==> config.mk <==
export PLATFORM = sky130hd
export DESIGN_NAME = pwm_shadow_timer
export DESIGN_NICKNAME = d
export VERILOG_FILES = /design/src/rtl/pwm_shadow_pkg.sv /design/src/rtl/pwm_ctrl_regs.sv /design/src/rtl/pwm_prescale_counter.sv /design/src/rtl/pwm_match_bank.sv /design/src/rtl/pwm_shadow_timer.sv
export SDC_FILE = /design/constraint.sdc
export NUM_CORES = 1
export LEC_CHECK = 0
export ABC_AREA = 0
export ABC_CLOCK_PERIOD_IN_PS = 6700
export BUFFER_PORTS_ARGS = -buffer_cell sky130_fd_sc_hd__buf_4
export CORE_MARGIN = 1.5
export CORE_UTILIZATION = 40
export DETAILED_ROUTE_END_ITERATION = 16
export PLACE_DENSITY_LB_ADDON = 0.1
export SLEW_MARGIN = 20
export SYNTH_ARGS = -nofsm -noshare
export SYNTH_HDL_FRONTEND = slang
export SYNTH_SLANG_ARGS = --single-unit
==> constraint.sdc <==
create_clock -name clk -period 6.7 [get_ports clk]
set_clock_uncertainty 0.2 [all_clocks]
set_input_delay 0.67 -clock clk [delete_from_list [all_inputs] [get_ports clk]]
set_output_delay 0.67 -clock clk [all_outputs]
set_load 0.03 [all_outputs]
==> src/rtl/pwm_shadow_pkg.sv <==
`timescale 1ns/1ps
package pwm_shadow_pkg;
  localparam int ADDR_W = 4;
  localparam logic [ADDR_W-1:0] A_CTRL     = 4'h0;
  localparam logic [ADDR_W-1:0] A_PRESCALE = 4'h1;
  localparam logic [ADDR_W-1:0] A_LATCH    = 4'h2;
  localparam logic [ADDR_W-1:0] A_FLAGCLR  = 4'h3;
  localparam int MATCH_BASE = 8;

  // bit order is software-visible: enable 0, reset 1, pwm 3, gate 4
  typedef struct packed {
    logic [2:0] rsvd_hi;
    logic       mdis;
    logic       pwm_mode;
    logic       rsvd_lo;
    logic       cnt_rst;
    logic       cnt_en;
  } ctrl_t;

  localparam logic [7:0] CTRL_MASK_MASTER = 8'h1B;
  localparam logic [7:0] CTRL_MASK_SLAVE  = 8'h0B;
endpackage

==> src/rtl/pwm_ctrl_regs.sv <==
`timescale 1ns/1ps
module pwm_ctrl_regs
  import pwm_shadow_pkg::*;
#(
  parameter int PRE_W     = 8,
  parameter int DW        = 8,
  parameter bit IS_MASTER = 1'b1
) (
  input  logic              clk,
  input  logic              rst,
  input  logic              wr_en,
  input  logic [ADDR_W-1:0] wr_addr,
  input  logic [DW-1:0]     wr_data,
  output ctrl_t             ctrl_q,
  output logic [PRE_W-1:0]  prescale_q
);
  localparam logic [7:0] WMASK = IS_MASTER ? CTRL_MASK_MASTER : CTRL_MASK_SLAVE;

  always_ff @(posedge clk) begin
    if (rst) begin
      ctrl_q     <= '0;
      prescale_q <= '0;
    end else if (wr_en) begin
      if (wr_addr == A_CTRL)
        ctrl_q <= ctrl_t'(wr_data[7:0] & WMASK);
      if (wr_addr == A_PRESCALE)
        prescale_q <= wr_data[PRE_W-1:0];
    end
  end
endmodule

==> src/rtl/pwm_prescale_counter.sv <==
`timescale 1ns/1ps
module pwm_prescale_counter #(
  parameter int CNT_W = 16,
  parameter int PRE_W = 8
) (
  input  logic             clk,
  input  logic             rst,
  input  logic             run,
  input  logic             clear,
  input  logic             pwm_mode,
  input  logic             match0_hit,
  input  logic [PRE_W-1:0] prescale,
  output logic [CNT_W-1:0] tc_q,
  output logic             tick
);
  logic [PRE_W-1:0] pc_q;
  logic [CNT_W-1:0] restart_val;

  assign restart_val = {{(CNT_W-1){1'b0}}, pwm_mode};
  assign tick        = run && !clear && (pc_q == prescale);

  always_ff @(posedge clk) begin
    if (rst || clear) begin
      pc_q <= '0;
      tc_q <= '0;
    end else if (run) begin
      if (pc_q == prescale) begin
        pc_q <= '0;
        tc_q <= match0_hit ? restart_val : tc_q + CNT_W'(1);
      end else begin
        pc_q <= pc_q + PRE_W'(1);
      end
    end
  end
endmodule

==> src/rtl/pwm_match_bank.sv <==
`timescale 1ns/1ps
module pwm_match_bank
  import pwm_shadow_pkg::*;
#(
  parameter int NUM_CH = 7,
  parameter int CNT_W  = 16
) (
  input  logic              clk,
  input  logic              rst,
  input  logic              wr_en,
  input  logic [ADDR_W-1:0] wr_addr,
  input  logic [CNT_W-1:0]  wr_data,
  input  logic              pwm_mode,
  input  logic              tick,
  input  logic [CNT_W-1:0]  tc,
  output logic              match0_hit,
  output logic [NUM_CH-2:0] pwm_q,
  output logic [NUM_CH-1:0] flag_q
);
  logic [NUM_CH-1:0] hit;
  logic [NUM_CH-1:0] latch_q;
  logic [NUM_CH-1:0] clr_mask;

  assign match0_hit = hit[0];
  assign clr_mask   = (wr_en && wr_addr == A_FLAGCLR) ? wr_data[NUM_CH-1:0] : '0;

  for (genvar ch = 0; ch < NUM_CH; ch++) begin : g_ch
    logic [CNT_W-1:0] shad_q;
    logic [CNT_W-1:0] act_q;
    logic             wr_sel;

    assign wr_sel  = wr_en && (wr_addr == ADDR_W'(MATCH_BASE + ch));
    assign hit[ch] = tick && (tc == act_q);

    always_ff @(posedge clk) begin
      if (rst) shad_q <= '0;
      else if (wr_sel) shad_q <= wr_data;
    end

    always_ff @(posedge clk) begin
      if (rst)
        act_q <= '0;
      else if (wr_sel && !pwm_mode)
        act_q <= wr_data;
      else if (pwm_mode && hit[0] && latch_q[ch])
        act_q <= shad_q;
    end
  end

  always_ff @(posedge clk) begin
    if (rst)
      latch_q <= '0;
    else if (wr_en && wr_addr == A_LATCH)
      latch_q <= wr_data[NUM_CH-1:0];
    else if (pwm_mode && hit[0])
      latch_q <= '0;
  end

  always_ff @(posedge clk) begin
    if (rst) flag_q <= '0;
    else     flag_q <= (flag_q & ~clr_mask) | hit;
  end

  always_ff @(posedge clk) begin
    if (rst) begin
      pwm_q <= '0;
    end else begin
      for (int i = 1; i < NUM_CH; i++) begin
        if (hit[0])      pwm_q[i-1] <= 1'b1;
        else if (hit[i]) pwm_q[i-1] <= 1'b0;
      end
    end
  end
endmodule

==> src/rtl/pwm_shadow_timer.sv <==
`timescale 1ns/1ps
module pwm_shadow_timer
  import pwm_shadow_pkg::*;
#(
  parameter int NUM_CH    = 7,
  parameter int CNT_W     = 16,
  parameter int PRE_W     = 8,
  parameter bit IS_MASTER = 1'b1
) (
  input  logic              clk,
  input  logic              rst,
  input  logic              wr_en,
  input  logic [ADDR_W-1:0] wr_addr,
  input  logic [CNT_W-1:0]  wr_data,
  input  logic              sync_gate_i,
  input  logic              sync_run_i,
  output logic              sync_gate_o,
  output logic              sync_run_o,
  output logic [7:0]        ctrl_o,
  output logic [CNT_W-1:0]  tc_o,
  output logic [NUM_CH-2:0] pwm_o,
  output logic [NUM_CH-1:0] irq_o
);
  localparam int CDW = (PRE_W > 8) ? PRE_W : 8;

  ctrl_t            ctrl;
  logic [PRE_W-1:0] prescale;
  logic             run;
  logic             tick;
  logic             match0_hit;
  logic [CNT_W-1:0] tc;

  assign run        = sync_gate_i ? sync_run_i : ctrl.cnt_en;
  assign ctrl_o     = ctrl;
  assign sync_run_o = ctrl.cnt_en;
  assign tc_o       = tc;

  if (IS_MASTER) begin : g_master
    assign sync_gate_o = ctrl.mdis;
  end else begin : g_slave
    assign sync_gate_o = 1'b0;
  end

  pwm_ctrl_regs #(.PRE_W(PRE_W), .DW(CDW), .IS_MASTER(IS_MASTER)) u_regs (
    .clk       (clk),
    .rst       (rst),
    .wr_en     (wr_en),
    .wr_addr   (wr_addr),
    .wr_data   (wr_data[CDW-1:0]),
    .ctrl_q    (ctrl),
    .prescale_q(prescale)
  );

  pwm_prescale_counter #(.CNT_W(CNT_W), .PRE_W(PRE_W)) u_cnt (
    .clk       (clk),
    .rst       (rst),
    .run       (run),
    .clear     (ctrl.cnt_rst),
    .pwm_mode  (ctrl.pwm_mode),
    .match0_hit(match0_hit),
    .prescale  (prescale),
    .tc_q      (tc),
    .tick      (tick)
  );

  pwm_match_bank #(.NUM_CH(NUM_CH), .CNT_W(CNT_W)) u_match (
    .clk       (clk),
    .rst       (rst),
    .wr_en     (wr_en),
    .wr_addr   (wr_addr),
    .wr_data   (wr_data),
    .pwm_mode  (ctrl.pwm_mode),
    .tick      (tick),
    .tc        (tc),
    .match0_hit(match0_hit),
    .pwm_q     (pwm_o),
    .flag_q    (irq_o)
  );
endmodule

==> impl_metrics.toml <==
[setup_path]
crit_type = "reg2reg"
crit_family = "simple AND/OR/NAND/NOR gates"
cp_slowest_stage_delay_ns = 1.08
crit_buf_inv = 1
cp_slowest_cell = "dfxtp_1"
end_kind = "register"
worstPathRequired_ns = 6.91
cp_max_fo = 33
critPathArrivalTime_ns = 4.19
worstPathCellList = "xor2_1 > nor4_1 > and4_2 > buf_4 > nand4_1 > o221a_1"
start_kind = "register"

[clock_network]
cts_max_path_buffers = 3
clock-root-buffer = "clkbuf_16"
post_cts_buffers = 0
clock_sinks = 280
cts_tree = "built"
numCtsBuffers = 34
cts-hold-fix-buffers = 0
path_clk_slew_ns = 0.06
htreeDepth = 2
clk_latency_ns = 0.53
ctsResizeCount = 0

[die]
dieArea_mm2 = 0.0352
fp.dieW_um = 188
rows = 67
die_h_um = 188
io_pins = 64
coreArea_mm2 = 0.0335
start_util_pct = 40.7

[global_routing]
grt_max_degree = 121
antenna_found_initial = 0
grt.overflow.total = 0
grt_pass1_vias = 11700
grtUsageTotal_pct = 27.8
grt_pass1_wl_mm = 75.2

[timing]
finalCritPeriodShare_pct = 59.4
grt_setup_unrepaired = "no"
fin_tns_setup_ns = 0
worst_slew_pin_slew_ns = 1.17
maxSlewViolCount = 0
hold_violations = 0
fmaxAchievable_ghz = 0.251
final-setup-viol-count = 0
period_needed_ns = 3.98
slew_headroom_pct = 21.0

[layout]
multi_input_area_mm2 = 0.00730
register_area_mm2 = 0.00561
diodes = 0
finalNonFillerCells = 2172
nets = 1725
nFillCells = 3346
area_growth_pct = 12.5
fin_util_pct = 45.7
layout-drive-gt1-share_pct = 9.98

[logic_synthesis]
synthArstFlopShare_pct = 0
synth_cells = 1753
synthFlopType = "dfxtp_1"
yosys_warnings = 0
syn_avg_cell_area_um2 = 7.78
syn_area_mm2 = 0.0136
synth-seq-cells = 280
synth_edf_count = 0
ys_seq_area_share_pct = 41.1
ys_types = 56

[detailed_routing]
post_drt_wl_per_cell_um = 23.0
highest_layer = "met4"
dr_wl_met3_mm = 3.18
wl_met1_mm = 23.6
drc = 0
dr_wl_met2_mm = 22.1
postRouteAntennaNets = 0
vias_per_cell = 5.90
wl_mm = 49.9
vias = 12800
drt_iter0_markers = 1315
first_pass_iters = 5

[pwr]
powerDensity_mw_per_mm2 = 269
power_leakage_uw = 0.00510
max-vdd-ir-drop_mv = 0.160

[job]
drv_cap = 0

[min_path]
hold_path.class = "reg2reg"

[place]
io_buffers = 59
hpwl_mm = 30.0
dp.cells = 2110
gp_congestion = 0.828

[outcome]
outcome = "finished clean"
-- worst paths after layout --
| path | slack, ns | startpoint | end | cells past startpoint |
|---|---|---|---|---|
| setup / recovery | 2.72 | u_cnt.tc_q[7] | u_match.g_ch[4].act_q[10] | 6 |
| hold / removal | 0.25 | u_match.g_ch[4].shad_q[15] | u_match.g_ch[4].shad_q[15] | 2 |
| setup reg to reg | 2.72 | u_cnt.tc_q[7] | u_match.g_ch[4].act_q[10] | 6 |
| hold reg to reg | 0.25 | u_match.g_ch[4].shad_q[15] | u_match.g_ch[4].shad_q[15] | 2 |
-- stage by stage --
step / hold slack, ns / area [um^2] / setup slack, ns / total power (uW)
2_1_floorplan: 0.237 / 13700 / 4.01 / 2030
3_3_place_gp: 0.243 / 14100 / 2.83 / 2180
3_5_place_dp: 0.247 / 14100 / 2.77 / 2190
4_1_cts: 0.256 / 15300 / 2.77 / 4140
5_1_grt: 0.274 / 15300 / 2.61 / 4250
6_report: 0.255 / 15300 / 2.72 / 4120
-- registers in the layout, summed over array words and instances (netlist names) --
register / cells
u_match.g_ch.act_q: 112
u_cnt.tc_q: 16
u_match.latch_q: 7
u_regs.ctrl_q: 4
u_match.g_ch.shad_q: 112
u_match.flag_q: 7
u_regs.prescale_q: 8
u_cnt.pc_q: 8
u_match.pwm_q: 6
-- layout by cell type, fill, tap and decap left out, types with 5 or more instances in the layout --
cell | Yosys | layout
and3_1 | 6 | 6
nand3_1 | 81 | 80
clkbuf_8 | 0 | 12
o21ba_1 | 6 | 6
inv_1 | 12 | 12
clkinv_2 | 0 | 5
nand4_1 | 32 | 32
o21bai_1 | 18 | 18
nor4_1 | 58 | 57
nor2_1 | 174 | 171
a21boi_0 | 5 | 5
a211oi_2 | 10 | 10
a221oi_1 | 26 | 26
clkbuf_1 | 139 | 6
o21ai_0 | 62 | 62
a21oi_1 | 161 | 161
a211oi_1 | 49 | 49
a31oi_1 | 59 | 59
dfxtp_1 | 280 | 280
a21o_1 | 8 | 8
xor2_1 | 37 | 37
nand2b_1 | 5 | 5
or3_1 | 7 | 7
clkbuf_16 | 0 | 37
xnor2_1 | 92 | 92
and2_1 | 10 | 10
o21a_1 | 7 | 7
buf_4 | 8 | 82
nand2_1 | 280 | 280
or4_1 | 11 | 11
o21ai_1 | 23 | 23
o221a_1 | 19 | 19
-- cells in the mapped netlist, drive strengths merged, types with 4 or more instances --
cell	count	share of area, %
o221a	20	1.7
nor3	5	0.18
o21a	7	0.39
a21boi	5	0.28
inv	13	0.36
and3	6	0.28
a31oi	59	2.7
or4	12	0.69
a21o	8	0.44
o21ai	87	3.2
and2	11	0.50
xor2	37	2.4
nand3	81	3.0
or3	7	0.32
nand2b	5	0.23
a221oi	26	1.7
a21oi	161	5.9
o21bai	18	0.99
xnor2	94	6.1
nand4	32	1.5
a211oi	59	3.6
nand2	281	7.8
dfxtp	280	41
clkbuf	139	3.8
buf	38	1.7
o21ba	6	0.44
nor2	175	4.8
nor4	58	2.7
or2	4	0.18
-- final cells by class --
class / count / share of cell area, %
Clock buffer: 55 / 7.26
Clock inverter: 7 / 0.555
Inverter: 13 / 0.318
Multi-Input combinational cell: 1286 / 47.6
Sequential cell: 280 / 36.5
Tap cell: 448 / 3.65
Timing Repair Buffer: 83 / 4.09
-- worst reg2reg max path: stages, from the launching register on --
cell	delay (ns)
dfxtp_1	1.08
xor2_1	0.15
nor4_1	0.42
and4_2	0.73
buf_4	0.47
nand4_1	0.41
o221a_1	0.41
-- metal layers --
layer	vias to the layer above	GRT usage [%]
met4	0	6.86
met3	67	3.80
li1	6024	-
met2	475	43.3
met1	6241	40.3
met5	-	0
-- kinds of logic after synthesis --
group	synth area share, %
AOI/OAI and AO/OA	21.5
xor gates and xnor gates	8.52
adders and majority gates	0.183
buffers and inverters	5.85
DFF	41.1
muxes	0.156
other	0.0275
and+or+nand+nor	22.6
-- power breakdown --
| part | leakage, uW | switching, uW | total, uW | internal, uW |
|---|---|---|---|---|
| logic | 0.00224 | 323 | 428 | 104 |
| clock network | 0.000597 | 754 | 1970 | 1210 |
| registers | 0.00226 | 30.3 | 1730 | 1700 |
(Power assumes the default switching activity.)
